File: config.mk
export PLATFORM = sky130hd
export DESIGN_NAME = rxlen_guard
export DESIGN_NICKNAME = d
export VERILOG_FILES = /design/src/rtl/rxlen_guard_pkg.sv /design/src/rtl/rxlen_guard_dp.sv /design/src/rtl/rxlen_guard_ctrl.sv /design/src/rtl/rxlen_guard.sv
export SDC_FILE = /design/constraint.sdc
export NUM_CORES = 1
export LEC_CHECK = 0
export ABC_CLOCK_PERIOD_IN_PS = 2900
export BUFFER_PORTS_ARGS = -buffer_cell sky130_fd_sc_hd__buf_2
export CAP_MARGIN = 20
export CORE_ASPECT_RATIO = 0.5
export CORE_UTILIZATION = 49
export DETAILED_ROUTE_END_ITERATION = 10
export GPL_TIMING_DRIVEN = 0
export PLACE_DENSITY = 0.76
export SKIP_CTS_REPAIR_TIMING = 1
export SKIP_LAST_GASP = 1
export SYNTH_ARGS = -nofsm -noshare
export SYNTH_HDL_FRONTEND = slang
export SYNTH_SLANG_ARGS = --single-unit
File: constraint.sdc
create_clock -name clk -period 2.9 [get_ports clk]
set_input_delay 0.87 -clock clk [delete_from_list [all_inputs] [get_ports clk]]
set_output_delay 0.87 -clock clk [all_outputs]
set_load 0.005 [all_outputs]
File: src/rtl/rxlen_guard_pkg.sv
package rxlen_guard_pkg;

  typedef enum logic {
    ST_ACCEPT  = 1'b0,
    ST_DISCARD = 1'b1
  } guardState_t;

  // Strobes from control to datapath
  typedef struct packed {
    logic clrCnt;
    logic incCnt;
  } cntStrobe_t;

endpackage

File: src/rtl/rxlen_guard_dp.sv
module rxlen_guard_dp
  import rxlen_guard_pkg::*;
#(
  parameter int CNT_W  = 13,
  parameter int DATA_W = 8
) (
  input  logic              clk,
  input  logic              rstN,
  input  cntStrobe_t        strobe,
  input  logic              limLoWr,
  input  logic              limHiWr,
  input  logic [DATA_W-1:0] cfgWrData,
  output logic              atLimit,
  output logic [CNT_W-1:0]  limitOut,
  output logic [CNT_W-1:0]  frameCnt
);

  localparam int HI_W = CNT_W - DATA_W;
  localparam logic [CNT_W-1:0] CNT_MAX = {CNT_W{1'b1}};

  logic [DATA_W-1:0] limLo;
  logic [HI_W-1:0]   limHi;
  logic [CNT_W-1:0]  cnt;
  logic              unusedCfgHi;

  assign unusedCfgHi = ^cfgWrData[DATA_W-1:HI_W];

  always_ff @(posedge clk or negedge rstN) begin
    if (!rstN) begin
      limLo <= '0;
      limHi <= '0;
    end else begin
      if (limLoWr) limLo <= cfgWrData;
      if (limHiWr) limHi <= cfgWrData[HI_W-1:0];
    end
  end

  assign limitOut = {limHi, limLo};

  always_ff @(posedge clk or negedge rstN) begin
    if (!rstN) begin
      cnt <= '0;
    end else if (strobe.clrCnt) begin
      cnt <= '0;
    end else if (strobe.incCnt && (cnt != CNT_MAX)) begin
      cnt <= cnt + 1'b1;
    end
  end

  assign frameCnt = cnt;
  assign atLimit  = (limitOut != '0) && (cnt >= limitOut);

  AST_CNT_CLEAR: assert property (@(posedge clk) disable iff (!rstN)
    strobe.clrCnt |=> (frameCnt == '0));

  AST_CNT_STEP: assert property (@(posedge clk) disable iff (!rstN)
    (strobe.incCnt && !strobe.clrCnt && frameCnt != CNT_MAX)
      |=> (frameCnt == $past(frameCnt) + 1'b1));

  AST_CNT_HOLD: assert property (@(posedge clk) disable iff (!rstN)
    (!strobe.incCnt && !strobe.clrCnt) |=> $stable(frameCnt));

  AST_LIM_LOAD: assert property (@(posedge clk) disable iff (!rstN)
    limLoWr |=> (limitOut[DATA_W-1:0] == $past(cfgWrData)));

endmodule

File: src/rtl/rxlen_guard_ctrl.sv
module rxlen_guard_ctrl
  import rxlen_guard_pkg::*;
(
  input  logic       clk,
  input  logic       rstN,
  input  logic       startFlag,
  input  logic       byteValid,
  input  logic       atLimit,
  input  logic       overLenClr,
  output cntStrobe_t strobe,
  output logic       fifoWrEn,
  output logic       overLenFlag,
  output logic       discarding
);

  guardState_t st, stNext;
  logic        accepting;
  logic        passByte;
  logic        dropByte;
  logic        flagReg;

  always_comb begin
    accepting = (st == ST_ACCEPT);
    passByte  = accepting && byteValid && !startFlag && !atLimit;
    dropByte  = accepting && byteValid && !startFlag && atLimit;

    strobe.clrCnt = startFlag;
    strobe.incCnt = passByte;

    stNext = st;
    if (startFlag)     stNext = ST_ACCEPT;
    else if (dropByte) stNext = ST_DISCARD;
  end

  always_ff @(posedge clk or negedge rstN) begin
    if (!rstN) begin
      st      <= ST_ACCEPT;
      flagReg <= 1'b0;
    end else begin
      st <= stNext;
      if (dropByte)        flagReg <= 1'b1;
      else if (overLenClr) flagReg <= 1'b0;
    end
  end

  assign fifoWrEn    = passByte;
  assign overLenFlag = flagReg;
  assign discarding  = (st == ST_DISCARD);

  AST_DISCARD_SILENT: assert property (@(posedge clk) disable iff (!rstN)
    discarding |-> !fifoWrEn);

  AST_DROP_FLAGS: assert property (@(posedge clk) disable iff (!rstN)
    (accepting && byteValid && !fifoWrEn) |=> (overLenFlag && discarding));

  AST_FLAG_STICKY: assert property (@(posedge clk) disable iff (!rstN)
    (overLenFlag && !overLenClr) |=> overLenFlag);

  AST_START_REOPENS: assert property (@(posedge clk) disable iff (!rstN)
    startFlag |=> !discarding);

endmodule

File: src/rtl/rxlen_guard.sv
module rxlen_guard
  import rxlen_guard_pkg::*;
#(
  parameter int CNT_W  = 13,
  parameter int DATA_W = 8
) (
  input  logic              clk,
  input  logic              rstN,
  input  logic              startFlag,
  input  logic              byteValid,
  input  logic [DATA_W-1:0] byteData,
  output logic              fifoWrEn,
  output logic [DATA_W-1:0] fifoWrData,
  input  logic              limLoWr,
  input  logic              limHiWr,
  input  logic [DATA_W-1:0] cfgWrData,
  input  logic              overLenClr,
  output logic [CNT_W-1:0]  limitOut,
  output logic [CNT_W-1:0]  frameCnt,
  output logic              overLenFlag,
  output logic              discarding
);

  cntStrobe_t strobe;
  logic       atLimit;

  rxlen_guard_ctrl i_ctrl (
    .clk        (clk),
    .rstN       (rstN),
    .startFlag  (startFlag),
    .byteValid  (byteValid),
    .atLimit    (atLimit),
    .overLenClr (overLenClr),
    .strobe     (strobe),
    .fifoWrEn   (fifoWrEn),
    .overLenFlag(overLenFlag),
    .discarding (discarding)
  );

  rxlen_guard_dp #(.CNT_W(CNT_W), .DATA_W(DATA_W)) i_dp (
    .clk      (clk),
    .rstN     (rstN),
    .strobe   (strobe),
    .limLoWr  (limLoWr),
    .limHiWr  (limHiWr),
    .cfgWrData(cfgWrData),
    .atLimit  (atLimit),
    .limitOut (limitOut),
    .frameCnt (frameCnt)
  );

  assign fifoWrData = byteData;

  AST_IN_EXCLUSIVE: assert property (@(posedge clk) disable iff (!rstN)
    !(startFlag && byteValid));

  AST_ZERO_LIMIT_PASS: assert property (@(posedge clk) disable iff (!rstN)
    (limitOut == '0 && byteValid && !discarding) |-> fifoWrEn);

endmodule

==> impl_metrics.py <==
metrics = {
    "pwr": {
        "power.clock.fraction_pct": 30.3,
        "comb_power_share_pct": 19.3,
        "internal-power_mw": 0.604,
        "seq_power_share_pct": 50.4,
        "leakage_nw": 1.15,
        "netSwitchingFraction_pct": 28.7,
        "switching_power_mw": 0.243,
        "powerDensity_nw_per_um2": 358,
        "p_total_mw": 0.846,
        "vdd.ir_drop.worst_mv": 0.222,
    },
    "floorplanning": {
        "dieWidth_um": 84.7,
        "initial_core_util_pct": 53.7,
        "ioPinCount": 60,
        "std_cell_rows": 14,
        "fp.dieArea_um2": 3670,
        "core_region_area_um2": 3120,
        "die_outline_height_um": 43.3,
    },
    "yosys": {
        "yosys.cell_types.count": 31,
        "synthesis.instances": 185,
        "postSynthAreaPerCell_um2": 9.05,
        "synth_adder_area_share_pct": 10.5,
        "syn_area_um2": 1670,
        "synth_top_family_by_area": "simple AND/OR/NAND/NOR gates",
        "synth_warnings": 0,
        "synth_compound_gate_area_share_pct": 16.4,
        "muxShareOfSynthArea_pct": 2.02,
        "synth.ff_latch_count": 28,
        "fraction_of_the_mapped_netlist_area_in_simple_logic_gates_pct": 19.5,
        "synth-xor-area-share_pct": 0,
        "synth_fp_nets": 222,
        "ys_seq_area_share_pct": 41.9,
    },
    "worst_setup_path": {
        "crit_required_ns": 2.03,
        "worstPathBufferInverterCount": 4,
        "start_kind": "flop",
        "cp_max_fo": 8,
        "critPathMaxStageDelay_ns": 0.40,
        "critical_path.cell_chain": "inv_1 -> ha_1 -> nand4_1 -> a2111oi_4 -> o31ai_2 -> a22oi_2 -> buf_6 -> buf_8 -> nor3_2 -> buf_2",
        "path_delay_family": "compound AO/OA/AOI/OAI gates",
        "critical_path_class": "flop to primary output",
        "timing.critical_path.arrival_ns": 2.35,
        "end_kind": "primary output",
        "worst_path_max_delay_cell": "dfrtp_1",
    },
    "drt": {
        "ant_nets": 0,
        "drt_first_pass_iters": 6,
        "remaining_drc_errors": 0,
        "drt-vias-per-instance": 5.77,
        "wl_per_cell_um": 16.6,
        "dr.first_iter.drc_count": 130,
        "routed-via-count": 1744,
        "wl_um": 5030,
    },
    "status": {
        "outcome": "finished, violations left",
        "violations": "negative setup slack",
    },
    "timing": {
        "tns_ns": -0.317,
        "timing.final.hold_violations": 0,
        "period_minus_slack_ns": 3.22,
        "final-setup-viol-count": 1,
        "rsz0062_at_grt": "yes",
        "fin_crit_sh_pct": 111,
        "final.setup.worst_slack_ns": -0.317,
        "hold_slack_ns": 0.521,
        "actual_slew_at_the_worst_max_slew_pin_ns": 0.640,
        "timing.final.max_slew_violations": 0,
        "clock_skew_ns": 0.00596,
        "clock.fmax_mhz": 311,
        "max-slew-margin-rel_pct": 57.3,
    },
    "cts": {
        "cts.sinks": 28,
        "cts_max_level": 1,
        "clk_path_buf_depth": 2,
        "tritoncts_clock_tree": "yes",
        "clock_pin_slew_worst_setup_and_hold_paths_ns": 0.10,
        "cts-buffers-inserted": 3,
        "clockRootBuffer": "clkbuf_8",
        "clkLatencyLatePin_ns": 0.29,
    },
    "placement": {
        "postPlaceCellArea_um2": 1970,
        "gp_congestion": 0.851,
        "post-dp-hpwl_um": 2920,
        "io_buffer_count": 49,
    },
    "final_layout": {
        "antennaDiodeCount": 0,
        "drive_above_1_share_pct": 45.8,
        "net_count_of_the_finished_layout": 300,
        "fin_area_um2": 2360,
        "area_growth_pct": 41.1,
    },
    "flow_run": {
        "cap_violations": 0,
    },
    "grt": {
        "first_global_vias": 1368,
        "grt_start_max_net_pins": 29,
        "grt_pass1_wl_um": 6240,
        "grt_antenna_before_repair": 0,
        "gr-total-overflow": 0,
        "grtUsageTotal_pct": 22.7,
    },
    "hold_path": {
        "min_path_type": "flop to flop",
    },
}
[per-stage QoR]
| stage | cells | setup WS [ns] | util, % |
|---|---|---|---|
| after CTS | 278 | -0.664 | 64.9 |
| after floorplan | 185 | 0.0768 | - |
| final | 302 | -0.317 | 75.8 |
| after global placement | 274 | -0.318 | 63.2 |
| after detailed placement | 274 | -0.331 | 63.2 |
| after global routing | 302 | -0.423 | 75.8 |
[kinds of logic after synthesis]
kind of cell / after synthesis
compound gates: 47
mux: 3
flops: 28
simple gates: 60
buf+inv: 33
fa+ha+maj: 14
[state kept, by name, summed over array words and instances (netlist names)]
name                count
i_dp.limLo              8
i_ctrl.discarding       1
i_dp.frameCnt          13
i_dp.limHi              5
i_ctrl.overLenFlag      1
[metal layers]
layer / GRT usage, % / part of all wire [%]
met4: 6.44 / 2.7
met5: 0 / 0
met2: 36.6 / 45
met3: 5.71 / 8.5
met1: 31.1 / 44
[cell usage after synthesis]
cell type / instances / area [µm²]
buf_6: 1 / 11.3
nor3b_1: 1 / 7.51
a22oi_2: 1 / 12.5
inv_1: 17 / 63.8
nor4_1: 2 / 12.5
nand3_1: 6 / 30.0
nor3_1: 1 / 5.00
buf_4: 8 / 60.1
nor2b_1: 3 / 18.8
o21ai_0: 17 / 85.1
nand4_1: 3 / 18.8
clkbuf_1: 5 / 18.8
or3_1: 2 / 12.5
a2111oi_0: 1 / 8.76
nand2b_1: 2 / 12.5
a221oi_1: 1 / 8.76
o31ai_1: 9 / 67.6
nor3_2: 1 / 10.0
buf_1: 1 / 3.75
o21bai_1: 1 / 7.51
nor2_1: 6 / 22.5
and4_1: 2 / 17.5
or4_4: 1 / 11.3
a21oi_1: 17 / 85.1
mux2_2: 3 / 33.8
ha_1: 14 / 175
buf_2: 1 / 5.00
dfrtp_1: 28 / 701
or4_1: 8 / 60.1
nand2_1: 21 / 78.8
or3b_2: 1 / 8.76
[area by class of cell]
class	count	area, µm²
Sequential cell	28	708
Multi-Input combinational cell	124	951
Fill cell	182	756
Inverter	17	63.8
Buffer	16	109
Tap cell	40	50.0
Clock buffer	4	55.1
Timing Repair Buffer	73	425
[cells in the final DEF (no fill, tap or decap), drive strengths merged, types with 2 or more instances in the layout]
| master | n |
|---|---|
| a21oi | 17 |
| and4 | 2 |
| buf | 84 |
| clkbuf | 9 |
| dfrtp | 28 |
| ha | 14 |
| inv | 17 |
| mux2 | 3 |
| nand2 | 21 |
| nand2b | 2 |
| nand3 | 6 |
| nand4 | 3 |
| nor2 | 6 |
| nor2b | 3 |
| nor3 | 2 |
| nor4 | 2 |
| o21ai | 17 |
| o31ai | 9 |
| or3 | 2 |
| or4 | 9 |
[worst register-to-register path, stage by stage, from the launching register on]
cell and delay, ns:
dfrtp_1 0.47, ha_1 0.20, nand3_1 0.14, nor2_1 0.22, nand3_1 0.13, o21bai_1 0.31
clkbuf_1 0.35, clkbuf_1 0.41, o31ai_1 0.14, a21oi_1 0.18
[worst paths after layout]
| path | from | endpoint | slack [ns] | cells after the start |
|---|---|---|---|---|
| worst max-delay path | i_dp.limHi[1]$_DFFE_PN0P_ | fifoWrEn | -0.32 | 10 |
| worst max register to register | i_dp.frameCnt[0]$_DFFE_PN0P_ | i_dp.frameCnt[7]$_DFFE_PN0P_ | 0.27 | 9 |
| worst min-delay path | i_ctrl.discarding$_DFFE_PN0P_ | i_ctrl.discarding$_DFFE_PN0P_ | 0.52 | 2 |
| worst min register to register | i_ctrl.discarding$_DFFE_PN0P_ | i_ctrl.discarding$_DFFE_PN0P_ | 0.52 | 2 |
| max in group asynchronous | rstN | i_dp.frameCnt[11]$_DFFE_PN0P_ | 1.85 | 1 |
| min in group asynchronous | rstN | i_dp.frameCnt[5]$_DFFE_PN0P_ | 0.59 | 1 |
[power by group through the flow]
stage,logic (mW),registers (mW),clock network [mW]
3_3_place_gp,0.123,0.432,0
4_1_cts,0.128,0.425,0.259
5_1_grt,0.180,0.429,0.273
2_1_floorplan,0.0655,0.432,0
6_report,0.163,0.426,0.257
3_5_place_dp,0.127,0.433,0
(Power assumes the default switching activity.)
